==> config.mk <==
export PLATFORM = sky130hd
export DESIGN_NAME = lp_wake_ctrl
export DESIGN_NICKNAME = d
export VERILOG_FILES = /design/src/rtl/lpw_pkg.sv /design/src/rtl/lpw_cfg_regs.sv /design/src/rtl/lpw_qualify.sv /design/src/rtl/lpw_mode_fsm.sv /design/src/rtl/lp_wake_ctrl.sv
export SDC_FILE = /design/constraint.sdc
export NUM_CORES = 1
export LEC_CHECK = 0
export BUFFER_PORTS_ARGS = -buffer_cell sky130_fd_sc_hd__buf_2
export CORE_AREA = 2 2 90 178
export DETAILED_ROUTE_END_ITERATION = 10
export DIE_AREA = 0 0 92 180
export MAX_ROUTING_LAYER = met4
export SYNTH_ARGS = -nofsm -noshare
export SYNTH_HDL_FRONTEND = slang
export SYNTH_SLANG_ARGS = --single-unit
==> constraint.sdc <==
create_clock -name clk -period 2.7 [get_ports clk]
set_input_delay 0.27 -clock clk [delete_from_list [all_inputs] [get_ports clk]]
set_output_delay 0.27 -clock clk [all_outputs]
set_load 0.01 [all_outputs]
==> src/rtl/lpw_pkg.sv <==
package lpw_pkg;
  typedef enum logic [1:0] {
    PM_ACTIVE  = 2'd0,
    PM_LIGHT   = 2'd1,
    PM_DEEP    = 2'd2,
    PM_DEEPEST = 2'd3
  } pmode_e;

  localparam int unsigned DEF_N_SRC  = 20;
  localparam int unsigned DEF_PRIO_W = 3;
  // Sources able to end a light sleep: every position except 4, 7, 11 and 12.
  localparam logic [DEF_N_SRC-1:0] DEF_LIGHT_MASK = 20'hFE76F;
  // Sources able to end a deep sleep: positions 0-3, 5-6 and 8-10.
  localparam logic [DEF_N_SRC-1:0] DEF_DEEP_MASK  = 20'h0076F;
endpackage

==> src/rtl/lpw_cfg_regs.sv <==
module lpw_cfg_regs #(
  parameter int unsigned N_SRC  = 20,
  parameter int unsigned PRIO_W = 3,
  localparam int unsigned SEL_W = (N_SRC > 1) ? $clog2(N_SRC) : 1
) (
  input  logic                          clk,
  input  logic                          rst_n,
  input  logic                          en_we,
  input  logic [N_SRC-1:0]              en_wdata,
  input  logic                          prio_we,
  input  logic [SEL_W-1:0]              prio_sel,
  input  logic [PRIO_W-1:0]             prio_wdata,
  output logic [N_SRC-1:0]              en_q,
  output logic [N_SRC-1:0][PRIO_W-1:0]  prio_q
);
  always_ff @(posedge clk or negedge rst_n) begin
    if (!rst_n)     en_q <= '0;
    else if (en_we) en_q <= en_wdata;
  end

  for (genvar i = 0; i < N_SRC; i++) begin : g_prio
    always_ff @(posedge clk or negedge rst_n) begin
      if (!rst_n)
        prio_q[i] <= '0;
      else if (prio_we && prio_sel == SEL_W'(i))
        prio_q[i] <= prio_wdata;
    end
  end
endmodule

==> src/rtl/lpw_qualify.sv <==
module lpw_qualify #(
  parameter int unsigned N_SRC  = 20,
  parameter int unsigned PRIO_W = 3,
  parameter logic [N_SRC-1:0] LIGHT_MASK = '1,
  parameter logic [N_SRC-1:0] DEEP_MASK  = '1
) (
  input  logic [N_SRC-1:0]              irq_lvl,
  input  logic [N_SRC-1:0]              en_q,
  input  logic [N_SRC-1:0][PRIO_W-1:0]  prio_q,
  input  logic [1:0]                    depth,
  input  logic                          gate_act,
  input  logic [PRIO_W-1:0]             gate_prio,
  output logic                          any_hit
);
  import lpw_pkg::*;

  logic [N_SRC-1:0] elig;
  logic [N_SRC-1:0] hit;

  always_comb begin
    unique case (pmode_e'(depth))
      PM_LIGHT:            elig = LIGHT_MASK;
      PM_DEEP, PM_DEEPEST: elig = DEEP_MASK;
      default:             elig = '0;
    endcase
  end

  for (genvar i = 0; i < N_SRC; i++) begin : g_src
    assign hit[i] = irq_lvl[i] & en_q[i] & elig[i] &
                    (~gate_act | (prio_q[i] > gate_prio));
  end

  assign any_hit = |hit;
endmodule

==> src/rtl/lpw_mode_fsm.sv <==
module lpw_mode_fsm #(
  parameter int unsigned PRIO_W = 3
) (
  input  logic              clk,
  input  logic              rst_n,
  input  logic              sleep_req,
  input  logic [1:0]        sleep_mode,
  input  logic              hdl_active,
  input  logic [PRIO_W-1:0] hdl_prio,
  input  logic              wake_hit,
  input  logic              block_hit,
  output logic [1:0]        mode_q,
  output logic              wake_q,
  output logic              sav_act,
  output logic [PRIO_W-1:0] sav_prio
);
  import lpw_pkg::*;

  logic asleep;
  logic enter;

  assign asleep = (pmode_e'(mode_q) != PM_ACTIVE);
  assign enter  = !asleep && sleep_req &&
                  (pmode_e'(sleep_mode) != PM_ACTIVE) && !block_hit;

  always_ff @(posedge clk or negedge rst_n) begin
    if (!rst_n) begin
      mode_q   <= PM_ACTIVE;
      wake_q   <= 1'b0;
      sav_act  <= 1'b0;
      sav_prio <= '0;
    end else begin
      wake_q <= 1'b0;
      if (asleep && wake_hit) begin
        mode_q   <= PM_ACTIVE;
        wake_q   <= 1'b1;
        sav_act  <= 1'b0;
        sav_prio <= '0;
      end else if (enter) begin
        mode_q   <= sleep_mode;
        sav_act  <= hdl_active;
        sav_prio <= hdl_active ? hdl_prio : '0;
      end
    end
  end
endmodule

==> src/rtl/lp_wake_ctrl.sv <==
module lp_wake_ctrl #(
  parameter int unsigned N_SRC  = lpw_pkg::DEF_N_SRC,
  parameter int unsigned PRIO_W = lpw_pkg::DEF_PRIO_W,
  parameter logic [N_SRC-1:0] LIGHT_MASK = lpw_pkg::DEF_LIGHT_MASK,
  parameter logic [N_SRC-1:0] DEEP_MASK  = lpw_pkg::DEF_DEEP_MASK,
  localparam int unsigned SEL_W = (N_SRC > 1) ? $clog2(N_SRC) : 1
) (
  input  logic              clk,
  input  logic              rst_n,
  input  logic [N_SRC-1:0]  irq_lvl,
  input  logic              en_we,
  input  logic [N_SRC-1:0]  en_wdata,
  input  logic              prio_we,
  input  logic [SEL_W-1:0]  prio_sel,
  input  logic [PRIO_W-1:0] prio_wdata,
  input  logic              sleep_req,
  input  logic [1:0]        sleep_mode,
  input  logic              hdl_active,
  input  logic [PRIO_W-1:0] hdl_prio,
  output logic [1:0]        pwr_mode,
  output logic              wake
);
  logic [N_SRC-1:0]             en_q;
  logic [N_SRC-1:0][PRIO_W-1:0] prio_q;
  logic [1:0]                   mode_q;
  logic                         sav_act;
  logic [PRIO_W-1:0]            sav_prio;
  logic                         wake_hit;
  logic                         block_hit;

  lpw_cfg_regs #(.N_SRC(N_SRC), .PRIO_W(PRIO_W)) u_cfg (
    .clk(clk), .rst_n(rst_n),
    .en_we(en_we), .en_wdata(en_wdata),
    .prio_we(prio_we), .prio_sel(prio_sel), .prio_wdata(prio_wdata),
    .en_q(en_q), .prio_q(prio_q)
  );

  // Qualification against the current sleep depth and the captured handler.
  lpw_qualify #(.N_SRC(N_SRC), .PRIO_W(PRIO_W),
                .LIGHT_MASK(LIGHT_MASK), .DEEP_MASK(DEEP_MASK)) u_wake_q (
    .irq_lvl(irq_lvl), .en_q(en_q), .prio_q(prio_q),
    .depth(mode_q), .gate_act(sav_act), .gate_prio(sav_prio),
    .any_hit(wake_hit)
  );

  // Pre-check of a sleep request against the requested depth and live handler.
  lpw_qualify #(.N_SRC(N_SRC), .PRIO_W(PRIO_W),
                .LIGHT_MASK(LIGHT_MASK), .DEEP_MASK(DEEP_MASK)) u_block_q (
    .irq_lvl(irq_lvl), .en_q(en_q), .prio_q(prio_q),
    .depth(sleep_mode), .gate_act(hdl_active), .gate_prio(hdl_prio),
    .any_hit(block_hit)
  );

  lpw_mode_fsm #(.PRIO_W(PRIO_W)) u_fsm (
    .clk(clk), .rst_n(rst_n),
    .sleep_req(sleep_req), .sleep_mode(sleep_mode),
    .hdl_active(hdl_active), .hdl_prio(hdl_prio),
    .wake_hit(wake_hit), .block_hit(block_hit),
    .mode_q(mode_q), .wake_q(wake), .sav_act(sav_act), .sav_prio(sav_prio)
  );

  assign pwr_mode = mode_q;
endmodule

==> results of run 1 <==
sequential cells by signal, indices dropped and copies added, names as in the netlist:
signal	flops
u_fsm.sav_prio	3
u_fsm.wake_q	1
u_fsm.sav_act	1
u_fsm.mode_q	2
u_cfg.prio_q	48
u_cfg.en_q	16
worst max-delay path, stage by stage, from the launching register on:
cell	delay [ps]
dfrtp_1	390
clkinvlp_4	160
ha_1	310
and4_1	190
nor3_1	60
o41ai_2	420
nand3_1	150
nor4_2	280
buf_4	220
and2_1	140
a22o_1	120
routing by layer:
metal | up-vias | track usage
li1 | 2036 | -
met1 | 2171 | 0.195
met2 | 86 | 0.361
met3 | 53 | 0.0201
met4 | 0 | 0.161
met5 | - | -
report_power, final:
part           leakage (nW)  switching [mW]  internal [mW]
Combinational          1.85           0.978          0.832
Clock                 0.124           0.471          0.645
Sequential            0.887           0.152           1.27
Total                  2.86            1.60           2.74
per-stage QoR:
stage	setup TNS (ps)	area [sq um]	hold WS (ps)	total power [mW]	worst slack (ps)
3_5_place_dp	-151	5890	494	3.21	-53.1
2_1_floorplan	0	5230	-25.6	2.59	440
3_3_place_gp	-101	5890	490	3.08	-31.0
4_1_cts	0	6200	145	4.37	170
5_1_grt	0	6200	152	4.66	15.6
6_report	0	6200	154	4.34	189
final timing paths:
kind,start,endpoint,slack [ps],cells after the start
worst max-delay path,u_fsm.sav_prio[1],u_fsm.mode_q[0],190,10
worst min-delay path,rst_n,u_cfg.en_q[1],150,2
worst max register to register,u_fsm.sav_prio[1],u_fsm.mode_q[0],190,10
worst min register to register,u_cfg.en_q[8],u_cfg.en_q[8],510,1
max in group asynchronous,rst_n,u_cfg.prio_q[28],1920,2
min in group clk,en_wdata[10],u_cfg.en_q[10],150,2
layout by cell type (no fill, tap or decap), types with 4 or more instances in the layout:
| cell type | n |
|---|---|
| a21oi_1 | 14 |
| a22oi_1 | 7 |
| a311oi_1 | 23 |
| a31oi_1 | 10 |
| buf_12 | 5 |
| buf_2 | 53 |
| buf_4 | 17 |
| clkbuf_16 | 9 |
| clkinvlp_4 | 4 |
| dfrtp_1 | 71 |
| ha_1 | 96 |
| inv_1 | 22 |
| mux2_2 | 58 |
| mux2i_1 | 4 |
| nand2_1 | 47 |
| nand2b_1 | 6 |
| nand3_1 | 7 |
| nand3b_1 | 10 |
| nand4_1 | 5 |
| nor2_1 | 10 |
| nor2b_1 | 22 |
| nor3_1 | 5 |
| o21a_1 | 15 |
| o21ai_0 | 32 |
repair_timing:
item                                    CTS  global route
resized for setup                         1             1
gates cloned                              0             0
buffers inserted                          2             0
hold buffers                              0             0
endpoints found under the setup margin    5             3
pin swaps                                 0             1
cells by family (layout without fill, tap and decap cells):
kind of cell	after synthesis	count (layout)	synth area share
AO/OA/AOI/OAI	112	112	0.146
adder cells (fa/ha/maj)	96	96	0.230
buffers and inverters	32	113	0.0259
flip-flops	71	71	0.340
multiplexers	62	62	0.133
AND/OR/NAND/NOR	124	124	0.126
layout make-up:
cell class	count	share of cell area
clock buffers	11	0.0391
clock inverters	4	0.00504
inverters	23	0.0145
multi-input cells	394	0.535
flip-flops and latches	71	0.287
well taps	198	0.0400
repair buffers	75	0.0795
==> results.sh, run 1 <==
export IMPL_status="complete, no violations"
export IMPL_antenna_cells=0
export IMPL_grt_max_degree=72
export IMPL_post_route_drc_count=0
export IMPL_via_per_inst=5.60
export IMPL_syn_nets=652
export IMPL_h_tree_depth=3
export IMPL_postSynthCellCount=497
export IMPL_die_y_um=180
export IMPL_yosysUniqueCellTypes=37
export IMPL_seqCellArea_sq_mm=0.00178
export IMPL_rsz0062_at_grt="false"
export IMPL_wire_per_inst_um=20.4
export IMPL_fin_util=0.408
export IMPL_critPathArrivalTime_ps=2800
export IMPL_yosys_top_cells_area="dfrtp_1 34%, ha_1 23%, mux2_2 12%, a311oi_1 3.9%, nand2_1 3.4%"
export IMPL_power_density_mw_per_mm2=701
export IMPL_start_kind="flip-flop"
export IMPL_drv_cap=0
export IMPL_met1_length_um=5620
export IMPL_worst_skew_pair_late_latency_ps=340
export IMPL_numPlacedInstances=759
export IMPL_yosysWarnings=0
export IMPL_syn_to_final_growth_pct=18.6
export IMPL_vias=4346
export IMPL_worst_slew_pin_transition_ps=954
export IMPL_slew_headroom=0.364
export IMPL_drt_iter0_drc=197
export IMPL_grt_overflow=0
export IMPL_wl_met3_um=382
export IMPL_finalWirelength_um=15900
export IMPL_min_path_type="primary input to asynchronous set/reset pin"
export IMPL_core_sq_mm=0.0152
export IMPL_async_reset_ff_frac=1.00
export IMPL_clk_pin_slew_ps=60
export IMPL_multi_input_area_sq_mm=0.00332
export IMPL_ys_ff_latch=71
export IMPL_fmax_ghz=0.398
export IMPL_fin_nets=729
export IMPL_fin_crit_sh=0.930
export IMPL_floorplan_initialDensity=0.344
export IMPL_grt_pass1_wl_um=24500
export IMPL_dr_pass1_iters=4
export IMPL_synth_edff_count=0
export IMPL_synthDominantCellAreaShare=0.340
export IMPL_yosysTopAreaCell="dfrtp_1"
export IMPL_rows=64
export IMPL_ys_seq_area_frac=0.340
export IMPL_track_usage=0.203
export IMPL_cts_tree="built"
export IMPL_place_hpwl_um=12200
export IMPL_critPathKind="flip-flop to flip-flop"
export IMPL_cts_root_buffer="clkbuf_16"
export IMPL_dieWidth_um=92
export IMPL_synthTopCellsByCount="96 x ha_1, 71 x dfrtp_1, 58 x mux2_2, 47 x nand2_1, 32 x o21ai_0"
export IMPL_netlist_area_sq_mm=0.00523
export IMPL_crit_path_max_fanout=11
export IMPL_clock_sinks=71
export IMPL_cts_buffer_depth=2
export IMPL_fillers=1527
export IMPL_synth_ff_type="dfrtp_1"
export IMPL_top_signal_layer_used="met4"
export IMPL_synth_most_common_cell="ha_1"
export IMPL_dieArea_sq_mm=0.0166
export IMPL_leakagePower_nw=2.86
export IMPL_skew_ps=6.02
export IMPL_io_pins=62
export IMPL_port_buffers=53
export IMPL_cts_buffers=9
export IMPL_grt_pass1_vias=4641
export IMPL_met2_length_um=8610
export IMPL_finalHoldViolations=0
export IMPL_required_ps=2990
export IMPL_setup_violations=0
export IMPL_end_kind="flip-flop"
export IMPL_drive_gt1_frac=0.265
export IMPL_antenna_left=0
export IMPL_peakVddDrop_mv=0.347
export IMPL_stdcell_count=776
export IMPL_layout_min_cycle_time_ps=2510
export IMPL_syn_area_per_cell_sq_um=10.5
export IMPL_drv_slew=0
export IMPL_antenna_found_initial=0
export IMPL_gp_congestion=0.944
(Power assumes the default switching activity.)
==> inputs of run 2 (changes only) <==
--- a/config.mk
+++ b/config.mk
@@ -6,10 +6,13 @@
 export NUM_CORES = 1
 export LEC_CHECK = 0
 export BUFFER_PORTS_ARGS = -buffer_cell sky130_fd_sc_hd__buf_2
+export CELL_PAD_IN_SITES_DETAIL_PLACEMENT = 2
+export CELL_PAD_IN_SITES_GLOBAL_PLACEMENT = 2
 export CORE_AREA = 2 2 90 178
 export DETAILED_ROUTE_END_ITERATION = 10
 export DIE_AREA = 0 0 92 180
 export MAX_ROUTING_LAYER = met4
+export PLACE_DENSITY_LB_ADDON = 0.1
 export SYNTH_ARGS = -nofsm -noshare
 export SYNTH_HDL_FRONTEND = slang
 export SYNTH_SLANG_ARGS = --single-unit
==> results.sh, run 2 (synthesized netlist as in run 1, its figures left out) <==
export IMPL_power_mw=4.66
export IMPL_antenna_cells=0
export IMPL_critPathKind="flip-flop to flip-flop"
export IMPL_clock_sinks=71
export IMPL_vias=4448
export IMPL_gp_congestion=0.869
export IMPL_place_hpwl_um=14700
export IMPL_cts_buffers=9
export IMPL_port_buffers=53
export IMPL_drive_gt1_frac=0.296
export IMPL_io_pins=62
export IMPL_syn_to_final_growth_pct=21.4
export IMPL_cts_buffer_depth=2
export IMPL_crit_path_max_fanout=6
export IMPL_critPathArrivalTime_ps=2940
export IMPL_slew_headroom=0.534
export IMPL_h_tree_depth=3
export IMPL_leakagePower_nw=2.92
export IMPL_track_usage=0.248
export IMPL_setup_tns_final_ps=0
export IMPL_post_route_drc_count=0
export IMPL_antenna_found_initial=0
export IMPL_skew_ps=11.0
export IMPL_worst_slew_pin_transition_ps=691
export IMPL_power_density_mw_per_mm2=735
export IMPL_dieWidth_um=92
export IMPL_peakVddDrop_mv=0.291
export IMPL_stdcell_count=785
export IMPL_startpoint="u_fsm.sav_prio[1]"
export IMPL_layout_common_cells="94 x ha_1, 71 x dfrtp_1, 58 x mux2_2, 53 x buf_2, 47 x nand2_1"
export IMPL_cts_tree="built"
export IMPL_drt_iter0_drc=99
export IMPL_via_per_inst=5.67
export IMPL_fin_nets=739
export IMPL_layout_commonest_cell="ha_1"
export IMPL_grt_pass1_vias=5170
export IMPL_antenna_left=0
export IMPL_status="complete, no violations"
export IMPL_grt_pass1_wl_um=29500
export IMPL_r2r_start="u_fsm.sav_prio[1]"
export IMPL_drv_slew=0
export IMPL_largest_reg_flops=48
export IMPL_clk_pin_slew_ps=60
export IMPL_rsz0062_at_grt="true"
export IMPL_numPlacedInstances=766
export IMPL_finalHoldViolations=0
export IMPL_layout_min_cycle_time_ps=2650
export IMPL_finish_instance_area_sq_mm=0.00634
export IMPL_wire_per_inst_um=24.2
export IMPL_slowest_stage="o41ai_2"
export IMPL_rows=64
export IMPL_min_path_type="primary input to flip-flop"
export IMPL_end_kind="flip-flop"
export IMPL_min_from="en_wdata[1]"
export IMPL_finalWirelength_um=19000
export IMPL_grt_overflow=0
export IMPL_cts_root_buffer="clkbuf_16"
export IMPL_floorplan_initialDensity=0.344
export IMPL_core_sq_mm=0.0152
export IMPL_start_kind="flip-flop"
export IMPL_setup_violations=0
export IMPL_dieArea_sq_mm=0.0166
export IMPL_fin_crit_sh=0.982
export IMPL_top_register="u_cfg.prio_q"
export IMPL_worst_skew_pair_late_latency_ps=350
export IMPL_required_ps=2980
export IMPL_die_y_um=180
export IMPL_reg_top3="u_cfg.prio_q: 48 flops, u_cfg.en_q: 16 flops, u_fsm.sav_prio: 3 flops"
export IMPL_grt_max_degree=72
export IMPL_placed_area_sq_mm=0.00594
export IMPL_crit_chain="clkinvlp_4 -> ha_4 -> and4_1 -> nor3_2 -> o41ai_2 -> nand3_1 -> nor4_4 -> buf_6 -> and2_4 -> a22o_1"
export IMPL_dr_pass1_iters=4
export IMPL_fmax_ghz=0.377
export IMPL_drv_cap=0
export IMPL_slowest_delay_ps=450
-- run 2: cell count changes in the layout (fill, tap and decap cells not counted), sizes merged --
cell,previous run,this run
buf,75,84
clkinv,0,1
clkinvlp,4,3
dlygate4sd3,0,1
inv,23,22
-- run 2: layout make-up --
class	instances	area, sq um
fill	1664	8870
clock inverter	3	20.0
clock buffer	11	253
inverter	23	90.1
timing repair buffer	85	566
sequential	71	1780
tap	198	248
multi-input combinational	394	3390
-- run 2: path summary, 6_finish.rpt --
check                                        end  slack, ps  cells after the start
worst min-delay path               u_cfg.en_q[1]        150                      2
worst max register to register   u_fsm.mode_q[0]         50                     10
max in group asynchronous       u_cfg.prio_q[19]       1860                      3
min in group asynchronous         u_cfg.en_q[15]        510                      3
worst min register to register  u_cfg.prio_q[30]        500                      1
worst max-delay path             u_fsm.mode_q[0]         50                     10
-- run 2: power breakdown --
part	total (mW)	switching, mW	internal [mW]	leakage (nW)
registers	1.43	0.166	1.27	0.887
logic	2.08	1.13	0.949	1.90
clock network	1.15	0.487	0.661	0.129
total	4.66	1.79	2.88	2.92
-- run 2: worst max-delay path: cells and delay by family (launching register included) --
family	cells	cell delay [ps]
AO/OA/AOI/OAI	2	560
buffers and inverters	2	330
flip-flops	1	390
adder cells (fa/ha/maj)	1	290
AND/OR/NAND/NOR	5	1000
-- run 2: layer usage --
metal,up-vias,track usage,wire (um)
li1,2052,-,-
met1,2309,0.241,6750
met2,57,0.465,11000
met3,30,0.0335,326
met4,0,0.125,941
met5,-,-,0
-- run 2: what timing repair did --
item | in CTS | in global routing
hold buffers | 1 | 0
gates cloned | 0 | 1
buffers inserted | 2 | 1
hold endpoints to repair | 66 | 0
pin swaps | 0 | 11
setup endpoints to repair | 4 | 5
resized for setup | 1 | 24
-- run 2: metrics by stage --
step,hold WS [ps],setup WS [ps],util
6_report,154,48.5,0.417
5_1_grt,154,-56.8,0.417
4_1_cts,147,56.3,0.410
3_5_place_dp,348,5.51,0.391
3_3_place_gp,330,123,0.391
2_1_floorplan,-25.6,440,-
